### config.mk
export PLATFORM = sky130hd
export DESIGN_NAME = dual_bus_arbiter
export DESIGN_NICKNAME = d
export VERILOG_FILES = /design/src/rtl/dual_arb_pkg.sv /design/src/rtl/arb_fixed_pick.sv /design/src/rtl/arb_owner_reg.sv /design/src/rtl/arb_int_domain.sv /design/src/rtl/arb_ext_domain.sv /design/src/rtl/dual_bus_arbiter.sv
export SDC_FILE = /design/constraint.sdc
export NUM_CORES = 1
export LEC_CHECK = 0
export ABC_AREA = 1
export ABC_CLOCK_PERIOD_IN_PS = 2680
export BUFFER_PORTS_ARGS = -buffer_cell sky130_fd_sc_hd__buf_2
export CAP_MARGIN = 40
export CORE_AREA = 2 2 39 41
export DETAILED_ROUTE_END_ITERATION = 8
export DIE_AREA = 0 0 41 43
export GPL_TIMING_DRIVEN = 0
export PLACE_DENSITY = 0.51
export SLEW_MARGIN = 15
export SYNTH_ARGS = -nofsm -noshare
export SYNTH_HDL_FRONTEND = slang
export SYNTH_SLANG_ARGS = --single-unit
export TNS_END_PERCENT = 5
### constraint.sdc
create_clock -name clk -period 2.68 [get_ports clk]
set_input_delay 0.536 -clock clk [delete_from_list [all_inputs] [get_ports clk]]
set_output_delay 0.536 -clock clk [all_outputs]
set_load 0.1 [all_outputs]
### src/rtl/dual_arb_pkg.sv
`timescale 1ns/1ps
package dual_arb_pkg;
  localparam int INT_MASTERS = 3;
  localparam int EXT_MASTERS = 2;
  localparam int IDX_CPU     = 0;
  localparam int IDX_DTE     = 1;
  localparam int IDX_DMA     = 2;
  localparam int IDX_XLOCAL  = 0;
  localparam int IDX_XREL    = 1;

  // CPU takes the turn when fairness is on, it asks, and it did not own the last finished cycle
  function automatic logic cpu_takes_turn(input logic fair_on, input logic cpu_asks,
                                          input logic last_was_cpu);
    return fair_on && cpu_asks && !last_was_cpu;
  endfunction

  // the cycle just ending defines "last"; otherwise the remembered value does
  function automatic logic last_owner_cpu(input logic ending, input logic owner_is_cpu,
                                          input logic remembered);
    return ending ? owner_is_cpu : remembered;
  endfunction
endpackage

### src/rtl/arb_fixed_pick.sv
`timescale 1ns/1ps
module arb_fixed_pick #(
  parameter int N = 3
) (
  input  logic [N-1:0] req,
  output logic [N-1:0] pick
);
  always_comb begin
    logic seen;
    seen = 1'b0;
    pick = '0;
    for (int i = N - 1; i >= 0; i--) begin
      if (req[i] && !seen) begin
        pick[i] = 1'b1;
        seen    = 1'b1;
      end
    end
  end
endmodule

### src/rtl/arb_owner_reg.sv
`timescale 1ns/1ps
module arb_owner_reg #(
  parameter int N = 3
) (
  input  logic         clk,
  input  logic         rst_n,
  input  logic [N-1:0] next_owner,
  input  logic         cycle_done,
  output logic [N-1:0] owner,
  output logic         decide
);
  logic bus_idle;
  assign bus_idle = (owner == '0);
  assign decide   = bus_idle || cycle_done;

  always_ff @(posedge clk or negedge rst_n) begin
    if (!rst_n)       owner <= '0;
    else if (decide)  owner <= next_owner;
  end

  assert_owner_onehot_R3: assert property (@(posedge clk) disable iff (!rst_n)
    $onehot0(owner));

  assert_hold_mid_cycle_R4: assert property (@(posedge clk) disable iff (!rst_n)
    (!bus_idle && !cycle_done) |=> $stable(owner));
endmodule

### src/rtl/arb_int_domain.sv
`timescale 1ns/1ps
module arb_int_domain
  import dual_arb_pkg::*;
#(
  parameter int N           = INT_MASTERS,
  parameter int CPU_POS     = IDX_CPU,
  parameter int DTE_POS     = IDX_DTE,
  parameter int DMA_POS     = IDX_DMA,
  parameter bit FAIR_SUPPORT = 1'b1
) (
  input  logic         clk,
  input  logic         rst_n,
  input  logic         fair_on,
  input  logic [N-1:0] req,
  input  logic         done,
  output logic [N-1:0] ack
);
  localparam logic [N-1:0] CPU_MASK = {{(N-1){1'b0}}, 1'b1} << CPU_POS;

  logic [N-1:0] fixed_pick;
  logic [N-1:0] next_owner;
  logic         decide;
  logic         cycle_end;
  logic         last_eff;
  logic         cpu_turn;

  assign cycle_end = done && (ack != '0);

  arb_fixed_pick #(.N(N)) u_pick (
    .req  (req),
    .pick (fixed_pick)
  );

  generate
    if (FAIR_SUPPORT) begin : g_fair
      logic last_cpu_q;
      always_ff @(posedge clk or negedge rst_n) begin
        if (!rst_n)          last_cpu_q <= 1'b0;
        else if (cycle_end)  last_cpu_q <= ack[CPU_POS];
      end
      assign last_eff = last_owner_cpu(cycle_end, ack[CPU_POS], last_cpu_q);
      assign cpu_turn = cpu_takes_turn(fair_on, req[CPU_POS], last_eff);
    end else begin : g_fixed
      assign last_eff = 1'b1;
      assign cpu_turn = 1'b0;
    end
  endgenerate

  assign next_owner = cpu_turn ? CPU_MASK : fixed_pick;

  arb_owner_reg #(.N(N)) u_owner (
    .clk        (clk),
    .rst_n      (rst_n),
    .next_owner (next_owner),
    .cycle_done (done),
    .owner      (ack),
    .decide     (decide)
  );

  assert_fixed_order_R2: assert property (@(posedge clk) disable iff (!rst_n)
    (decide && !fair_on && req[DMA_POS]) |=> ack[DMA_POS]);

  assert_dte_over_cpu_R2: assert property (@(posedge clk) disable iff (!rst_n)
    (decide && !fair_on && req[DTE_POS] && !req[DMA_POS]) |=> ack[DTE_POS]);

  assert_only_requester_R3: assert property (@(posedge clk) disable iff (!rst_n)
    (decide && req != '0) |=> ((ack & $past(req)) != '0));

  assert_idle_release_R5: assert property (@(posedge clk) disable iff (!rst_n)
    (decide && req == '0) |=> (ack == '0));

  assert_cpu_alternates_R6: assert property (@(posedge clk) disable iff (!rst_n)
    (fair_on && cycle_end && !ack[CPU_POS] && req[CPU_POS]) |=> ack[CPU_POS]);

  assert_cpu_yields_R6: assert property (@(posedge clk) disable iff (!rst_n)
    (fair_on && cycle_end && ack[CPU_POS] && req[DMA_POS]) |=> ack[DMA_POS]);

  assert_dma_over_dte_R7: assert property (@(posedge clk) disable iff (!rst_n)
    (decide && req[DMA_POS]) |=> !ack[DTE_POS]);
endmodule

### src/rtl/arb_ext_domain.sv
`timescale 1ns/1ps
module arb_ext_domain
  import dual_arb_pkg::*;
#(
  parameter int N       = EXT_MASTERS,
  parameter int REL_POS = IDX_XREL
) (
  input  logic         clk,
  input  logic         rst_n,
  input  logic [N-1:0] req,
  input  logic         done,
  output logic [N-1:0] gnt
);
  logic [N-1:0] fixed_pick;
  logic         decide;

  arb_fixed_pick #(.N(N)) u_pick (
    .req  (req),
    .pick (fixed_pick)
  );

  arb_owner_reg #(.N(N)) u_owner (
    .clk        (clk),
    .rst_n      (rst_n),
    .next_owner (fixed_pick),
    .cycle_done (done),
    .owner      (gnt),
    .decide     (decide)
  );

  assert_release_first_R8: assert property (@(posedge clk) disable iff (!rst_n)
    (decide && req[REL_POS]) |=> gnt[REL_POS]);

  assert_ext_only_requester_R3: assert property (@(posedge clk) disable iff (!rst_n)
    (decide && req != '0) |=> ((gnt & $past(req)) != '0));
endmodule

### src/rtl/dual_bus_arbiter.sv
`timescale 1ns/1ps
module dual_bus_arbiter
  import dual_arb_pkg::*;
#(
  parameter int INT_N = INT_MASTERS,
  parameter int EXT_N = EXT_MASTERS
) (
  input  logic             clk,
  input  logic             rst_n,
  input  logic             alt_mode,
  input  logic [INT_N-1:0] int_req,
  input  logic             int_done,
  output logic [INT_N-1:0] int_ack,
  input  logic [EXT_N-1:0] ext_req,
  input  logic             ext_done,
  output logic [EXT_N-1:0] ext_gnt
);
  arb_int_domain #(
    .N            (INT_N),
    .CPU_POS      (IDX_CPU),
    .DTE_POS      (IDX_DTE),
    .DMA_POS      (IDX_DMA),
    .FAIR_SUPPORT (1'b1)
  ) u_int (
    .clk     (clk),
    .rst_n   (rst_n),
    .fair_on (alt_mode),
    .req     (int_req),
    .done    (int_done),
    .ack     (int_ack)
  );

  arb_ext_domain #(
    .N       (EXT_N),
    .REL_POS (IDX_XREL)
  ) u_ext (
    .clk   (clk),
    .rst_n (rst_n),
    .req   (ext_req),
    .done  (ext_done),
    .gnt   (ext_gnt)
  );

  assert_ext_ignores_int_R9: assert property (@(posedge clk) disable iff (!rst_n)
    (ext_gnt != '0 && !ext_done) |=> $stable(ext_gnt));

  assert_reset_clear_R1: assert property (@(posedge clk)
    !rst_n |-> (int_ack == '0 && ext_gnt == '0));
endmodule

== Word level (Yosys, flattened, before mapping) ==
Cells that the tools add are included.
Cells by class
  reductions and logical operators: 15
  muxes and demuxes: 8
Operator list (count)
  2-to-1 mux 1 bit: 7
  logical AND 1 bit: 6
  logical NOT 1 bit: 4
  logical NOT 3 bit: 1
  2-to-1 mux 3 bit: 1
  nonzero test 3 bit: 1
  logical NOT 2 bit: 1
  logical OR 1 bit: 2
Word-level totals
  register bits: 6
  input bits: 10

== Logic depth before layout (Yosys ltp) ==
Gate-level depths: netlist (run 1).
  depth in word-level cells: 8
  depth in mapped cells: 7
  mapped depth without buffers: 7

== By module ==
From an unflattened synthesis (run 1), not the netlist that was laid out.
Second synthesis, totals
  cell total of the unflattened synthesis: 52
  area, all modules: 367.9 sq um
By module, submodules not included
  arb_owner_reg (u_int.u_owner): cells an instance 17, instances 1, area an instance 142.6 sq um
  arb_owner_reg (u_ext.u_owner): cells an instance 13, instances 1, area an instance 98.8 sq um
  arb_int_domain: cells an instance 14, instances 1, area an instance 81.3 sq um
  arb_fixed_pick (u_int.u_pick): cells an instance 5, instances 1, area an instance 27.5 sq um
  arb_fixed_pick (u_ext.u_pick): cells an instance 3, instances 1, area an instance 17.5 sq um

== Least setup slack after synthesis (run 1) ==
Ideal clock, no wire load.
  path kind: flip-flop to flip-flop
  from: register u_int.u_owner.owner[0]
  to: register u_int.u_owner.owner[1]
  data required time: 2560 ps
  setup time: 120 ps
  arrival time: 1420 ps
  setup slack: 1140 ps
  buffers on the path: 0
  cell stages (with the launch flop): 8
  cell sequence: dfrtp_1 > nor2_1 > nand2_1 > nand2_1 > nand2_2 > nand3_2 > nand2_1 > nand2_1
Between the ends
  longest elaborated chain between the ends: 6
RTL lines
  from (decl): RTL line arb_owner_reg.sv:9  | output logic [N-1:0] owner,
  from (signal assigned): RTL line arb_owner_reg.sv:18  | else if (decide) owner <= next_owner;
  nonzero test 3 bit: RTL line arb_int_domain.sv:27  | assign cycle_end = done && (ack != '0);
  logical AND 1 bit: RTL line arb_int_domain.sv:27
  2-to-1 mux 1 bit
  logical NOT 1 bit: RTL line dual_arb_pkg.sv:14  | return fair_on && cpu_asks && !last_was_cpu;
  logical AND 1 bit: RTL line dual_arb_pkg.sv:14
  2-to-1 mux 3 bit: RTL line arb_int_domain.sv:49  | assign next_owner = cpu_turn ? CPU_MASK : fixed_pick;
Several ways; a longest one is shown, not always the timed one.
A chain may end at the register's enable or synchronous reset.

== Worst setup path in the final report (run 1) ==
  from: register u_int.u_owner.owner[0]
  to: output port int_ack[0]
RTL lines
  to (decl): RTL line dual_bus_arbiter.sv:13  | output logic [INT_N-1:0] int_ack,
No word-level cell between the ends.

==> flow_metrics.env, run 1 <==
export IMPL_status="completed"
export IMPL_cts_buffers=3
export IMPL_drv_cap=0
export IMPL_post_cts_buffers=0
export IMPL_layout_commonest_cell="nand2_1"
export IMPL_grt_pass1_wl_um=841
export IMPL_fp_dieW_um=41
export IMPL_ir_drop_v=0.000311
export IMPL_viasPerCell=3.81
export IMPL_root_buffer="clkbuf_4"
export IMPL_pin_count=15
export IMPL_max_stage_delay_ns=0.44
export IMPL_path_class="reg2out"
export IMPL_critical_path_slowest_cell="buf_2"
export IMPL_final_max_slew_viol_count=0
export IMPL_coreArea_um2=1380
export IMPL_p_per_area_nw_per_um2=829
export IMPL_finalHoldViolCount=0
export IMPL_synth_ff_latch_count=6
export IMPL_period_needed_ns=1.59
export IMPL_place_congestion=0.579
export IMPL_antenna_found_initial=0
export IMPL_first_pass_iters=2
export IMPL_setup_slack_ns=1.09
export IMPL_drt_iter0_markers=2
export IMPL_rsz0062_at_grt="no"
export IMPL_ys_types=9
export IMPL_critPathTopFamily="buffers and inverters"
export IMPL_dp_hpwl_um=460
export IMPL_wl_um=515
export IMPL_max_freq_ghz=0.631
export IMPL_insertion_delay_ns=0.23
export IMPL_relSlewSlack_pct=67.9
export IMPL_path_cells="buf_2"
export IMPL_finalClockSkew_ns=0.000771
export IMPL_cts_resized=0
export IMPL_hold_buffers=0
export IMPL_crit_fanout=4
export IMPL_grt_use_total_pct=7.29
export IMPL_post_drt_wl_per_cell_um=6.96
export IMPL_worst_path_buf_inv=1
export IMPL_layout_nets=70
export IMPL_syn_nets=51
export IMPL_dieArea_um2=1760
export IMPL_synth_seq_area_share_pct=50.6
export IMPL_start_util_pct=21.4
export IMPL_clk_path_buf_depth=2
export IMPL_clk_pin_slew_ns=0.04
export IMPL_drc_errors=0
export IMPL_drive_gt1_share_pct=32.8
export IMPL_place_ws_ns=1.34
export IMPL_final_core_util_pct=29.6
export IMPL_filler_cell_count=147
export IMPL_hp_class="in2async"
export IMPL_h_tree_depth=1
export IMPL_crit_required_ns=2.14
export IMPL_num_vias=282
export IMPL_cts_tree="yes"
export IMPL_grt_overflow_total=0
export IMPL_p_leak_nw=0.255
export IMPL_avgSynthCellArea_um2=7.23
export IMPL_min_period_over_period_pct=59.2
export IMPL_mappedNetlistArea_um2=297
export IMPL_setup_viol_count_final=0
export IMPL_worstMarginPinSlew_ns=0.484
export IMPL_clock_sinks=6
export IMPL_synth_warnings=0
export IMPL_fin_tns_setup_ns=0
export IMPL_ant_nets=0
export IMPL_total_power_mw=0.339
export IMPL_grt_pass1_vias=241
export IMPL_io_buffers=14
export IMPL_grt_max_degree=7
export IMPL_diodes=0
export IMPL_row_count=14
export IMPL_syn2layout_area_growth_pct=38.0
export IMPL_layout_common_cells="nand2_1 (18), buf_2 (14), inv_1 (7), dfrtp_1 (6), nor2_1 (5)"
export IMPL_netlist_instances=41
export IMPL_dieHeight_um=43
export IMPL_cp_start_kind="register"
export IMPL_endpoint_kind="primary output"
export IMPL_cp_arrival_ns=1.05
==> cells in the mapped netlist <==
library cell | count | share of area [%]
a21oi_1 | 1 | 1.7
dfrtp_1 | 6 | 51
inv_1 | 7 | 8.9
nand2_1 | 18 | 23
nand2_2 | 1 | 2.1
nand3_1 | 1 | 1.7
nand3_2 | 1 | 3.4
nor2_1 | 5 | 6.3
nor3b_1 | 1 | 2.5
==> logic make-up (layout without fill, tap and decap cells) <==
kind of cell / count (synthesis) / count (layout) / share of synthesized area (%)
buffers and inverters: 7 / 24 / 8.86
AND/OR/NAND/NOR: 27 / 27 / 38.8
flip-flops: 6 / 6 / 50.6
AO/OA/AOI/OAI: 1 / 1 / 1.69
==> report_power, final <==
group | switching [mW] | total [mW] | internal, mW
combinational | 0.117 | 0.144 | 0.0271
clock | 0.0276 | 0.0779 | 0.0503
sequential | 0.00982 | 0.117 | 0.107
==> layout make-up <==
type,instances,area (um^2),area share (%)
Sequential cell,6,150,36.7
Multi-Input combinational cell,28,120,29.4
Timing Repair Buffer,14,70.1,17.1
Inverter,7,26.3,6.42
Clock buffer,3,22.5,5.50
Tap cell,16,20.0,4.89
==> worst paths after layout <==
check | start | to | slack [ns] | cells past startpoint
min reg2reg | u_int.g_fair.last_cpu_q | u_int.g_fair.last_cpu_q | 0.48 | 2
max reg2reg | u_int.u_owner.owner[0] | u_int.u_owner.owner[0] | 1.69 | 6
max in group asynchronous | rst_n | u_int.g_fair.last_cpu_q | 2.43 | 1
min | rst_n | u_ext.u_owner.owner[0] | 0.11 | 1
max | u_int.u_owner.owner[0] | int_ack[0] | 1.09 | 1
min in group clk | u_int.g_fair.last_cpu_q | u_int.g_fair.last_cpu_q | 0.48 | 2
==> metal layers <==
layer	GRT usage, %	part of all wire, %
met1	9.27	47
met2	9.06	43
met3	3.14	10
met4	6.00	0
met5	0	0
==> sequential cells by signal, indices dropped and copies added (netlist names) <==
name                     count
u_ext.u_owner.owner          2
u_int.u_owner.owner          3
u_int.g_fair.last_cpu_q      1
==> per-stage QoR <==
stage,std cells,hold WS [ns],cell area [um^2]
floorplan,41,0.240,297
global placement,71,0.363,387
detailed placement,71,0.367,387
CTS,74,0.115,409
global route,74,0.106,409
finish,74,0.115,409
Power figures use the tool's default switching activity.
==> inputs of run 2 (changes only) <==
--- a/config.mk
+++ b/config.mk
@@ -6,14 +6,14 @@
 export NUM_CORES = 1
 export LEC_CHECK = 0
 export ABC_AREA = 1
-export ABC_CLOCK_PERIOD_IN_PS = 2680
+export ABC_CLOCK_PERIOD_IN_PS = 1250
 export BUFFER_PORTS_ARGS = -buffer_cell sky130_fd_sc_hd__buf_2
 export CAP_MARGIN = 40
 export CORE_AREA = 2 2 39 41
 export DETAILED_ROUTE_END_ITERATION = 8
 export DIE_AREA = 0 0 41 43
 export GPL_TIMING_DRIVEN = 0
-export PLACE_DENSITY = 0.51
+export PLACE_DENSITY = 0.53
 export SLEW_MARGIN = 15
 export SYNTH_ARGS = -nofsm -noshare
 export SYNTH_HDL_FRONTEND = slang
==> constraint.sdc (replaced) <==
create_clock -name clk -period 1.25 [get_ports clk]
set_input_delay 0.25 -clock clk [delete_from_list [all_inputs] [get_ports clk]]
set_output_delay 0.25 -clock clk [all_outputs]
set_load 0.1 [all_outputs]
==> flow_metrics.env, run 2 (synthesis results as in run 1) <==
export IMPL_status="completed"
export IMPL_rsz0062_at_grt="no"
export IMPL_coreArea_um2=1380
export IMPL_grt_max_degree=7
export IMPL_ir_drop_v=0.000724
export IMPL_antenna_found_initial=0
export IMPL_final_max_slew_viol_count=0
export IMPL_post_cts_buffers=0
export IMPL_largest_registers="u_int.u_owner.owner (3), u_ext.u_owner.owner (2), u_int.g_fair.last_cpu_q (1)"
export IMPL_cts_tree="yes"
export IMPL_insertion_delay_ns=0.24
export IMPL_p_leak_nw=0.258
export IMPL_path_class="reg2out"
export IMPL_largest_register_ffs=3
export IMPL_fp_dieW_um=41
export IMPL_setup_viol_count_final=0
export IMPL_max_freq_ghz=0.862
export IMPL_syn2layout_area_growth_pct=47.3
export IMPL_finalClockSkew_ns=0.00227
export IMPL_finalHoldViolCount=0
export IMPL_endpoint_kind="primary output"
export IMPL_drv_cap=0
export IMPL_io_buffers=14
export IMPL_place_area_um2=392
export IMPL_layout_nets=71
export IMPL_drive_gt1_share_pct=39.0
export IMPL_crit_fanout=4
export IMPL_num_vias=293
export IMPL_grt_overflow_total=0
export IMPL_diodes=0
export IMPL_clock_sinks=6
export IMPL_max_stage_delay_ns=0.38
export IMPL_path_cells="buf_4"
export IMPL_pin_count=15
export IMPL_layout_commonest_cell="nand2_1"
export IMPL_wl_um=553
export IMPL_place_ws_ns=0.208
export IMPL_worst_path_buf_inv=1
export IMPL_grt_pass1_wl_um=917
export IMPL_h_tree_depth=1
export IMPL_worstMarginPinSlew_ns=0.279
export IMPL_layout_common_cells="nand2_1 (18), buf_2 (9), inv_1 (7), nor2_1 (5), buf_4 (5)"
export IMPL_cp_start_kind="register"
export IMPL_p_per_area_nw_per_um2=1720
export IMPL_final_area_um2=437
export IMPL_dieArea_um2=1760
export IMPL_place_congestion=0.608
export IMPL_grt_use_total_pct=7.99
export IMPL_crit_required_ns=1.00
export IMPL_min_period_over_period_pct=92.8
export IMPL_post_drt_wl_per_cell_um=7.37
export IMPL_setup_slack_ns=0.0902
export IMPL_ant_nets=0
export IMPL_cts_buffers=3
export IMPL_clk_path_buf_depth=2
export IMPL_root_buffer="clkbuf_4"
export IMPL_drt_iter0_markers=0
export IMPL_hp_class="in2reg"
export IMPL_row_count=14
export IMPL_relSlewSlack_pct=81.5
export IMPL_cp_arrival_ns=0.91
export IMPL_grt_pass1_vias=257
export IMPL_top_register="u_int.u_owner.owner"
export IMPL_drc_errors=0
export IMPL_final_core_util_pct=31.6
export IMPL_critical_path_slowest_cell="dfrtp_2"
export IMPL_dieHeight_um=43
export IMPL_first_pass_iters=1
export IMPL_fin_hold_ws_ns=0.221
export IMPL_viasPerCell=3.91
export IMPL_period_needed_ns=1.16
export IMPL_start_util_pct=21.4
export IMPL_clk_pin_slew_ns=0.04
export IMPL_critPathTopFamily="flip-flops"
run 2: per-stage QoR:
| step | setup TNS (ns) | std cells | power (mW) |
|---|---|---|---|
| 4_1_cts | 0 | 75 | 0.766 |
| 3_5_place_dp | 0 | 71 | 0.571 |
| 2_1_floorplan | -0.0418 | 41 | 0.510 |
| 3_3_place_gp | 0 | 71 | 0.570 |
| 6_report | 0 | 75 | 0.753 |
| 5_1_grt | 0 | 75 | 0.804 |
run 2: report_power, final:
part | switching, mW | leakage [nW] | internal [mW]
sequential | 0.0232 | 0.0686 | 0.234
combinational | 0.251 | 0.176 | 0.0750
clock | 0.0621 | 0.0138 | 0.108
total | 0.336 | 0.258 | 0.417
run 2: cell type report:
class / count / area [um^2]
tap: 16 / 20.0
timing repair buffer: 15 / 92.6
inverter: 7 / 26.3
fill: 155 / 947
sequential: 6 / 155
multi-input combinational: 28 / 120
clock buffer: 3 / 22.5
run 2: final timing paths:
kind | from | endpoint | slack [ns] | cells after the start
setup / recovery | u_int.u_owner.owner[0] | int_ack[0] | 0.09 | 1
hold / removal | ext_req[1] | u_ext.u_owner.owner[1] | 0.22 | 3
setup reg to reg | u_int.u_owner.owner[0] | u_int.u_owner.owner[1] | 0.26 | 7
hold reg to reg | u_int.g_fair.last_cpu_q | u_int.g_fair.last_cpu_q | 0.48 | 2
max in group asynchronous | rst_n | u_int.u_owner.owner[1] | 0.74 | 2
min in group asynchronous | rst_n | u_int.g_fair.last_cpu_q | 0.36 | 2
run 2: per-layer routing:
metal	vias up	global-route usage, %	wire length, um
met5	-	0	0
met1	120	8.88	232
met4	0	6.00	0
met3	0	3.66	58
li1	160	-	-
met2	13	11.3	261
run 2: timing repair:
action | CTS | global route
hold buffers | 1 | 0
resized for setup | 5 | 0
hold endpoints to repair | 6 | 0
endpoints found under the setup margin | 5 | 0
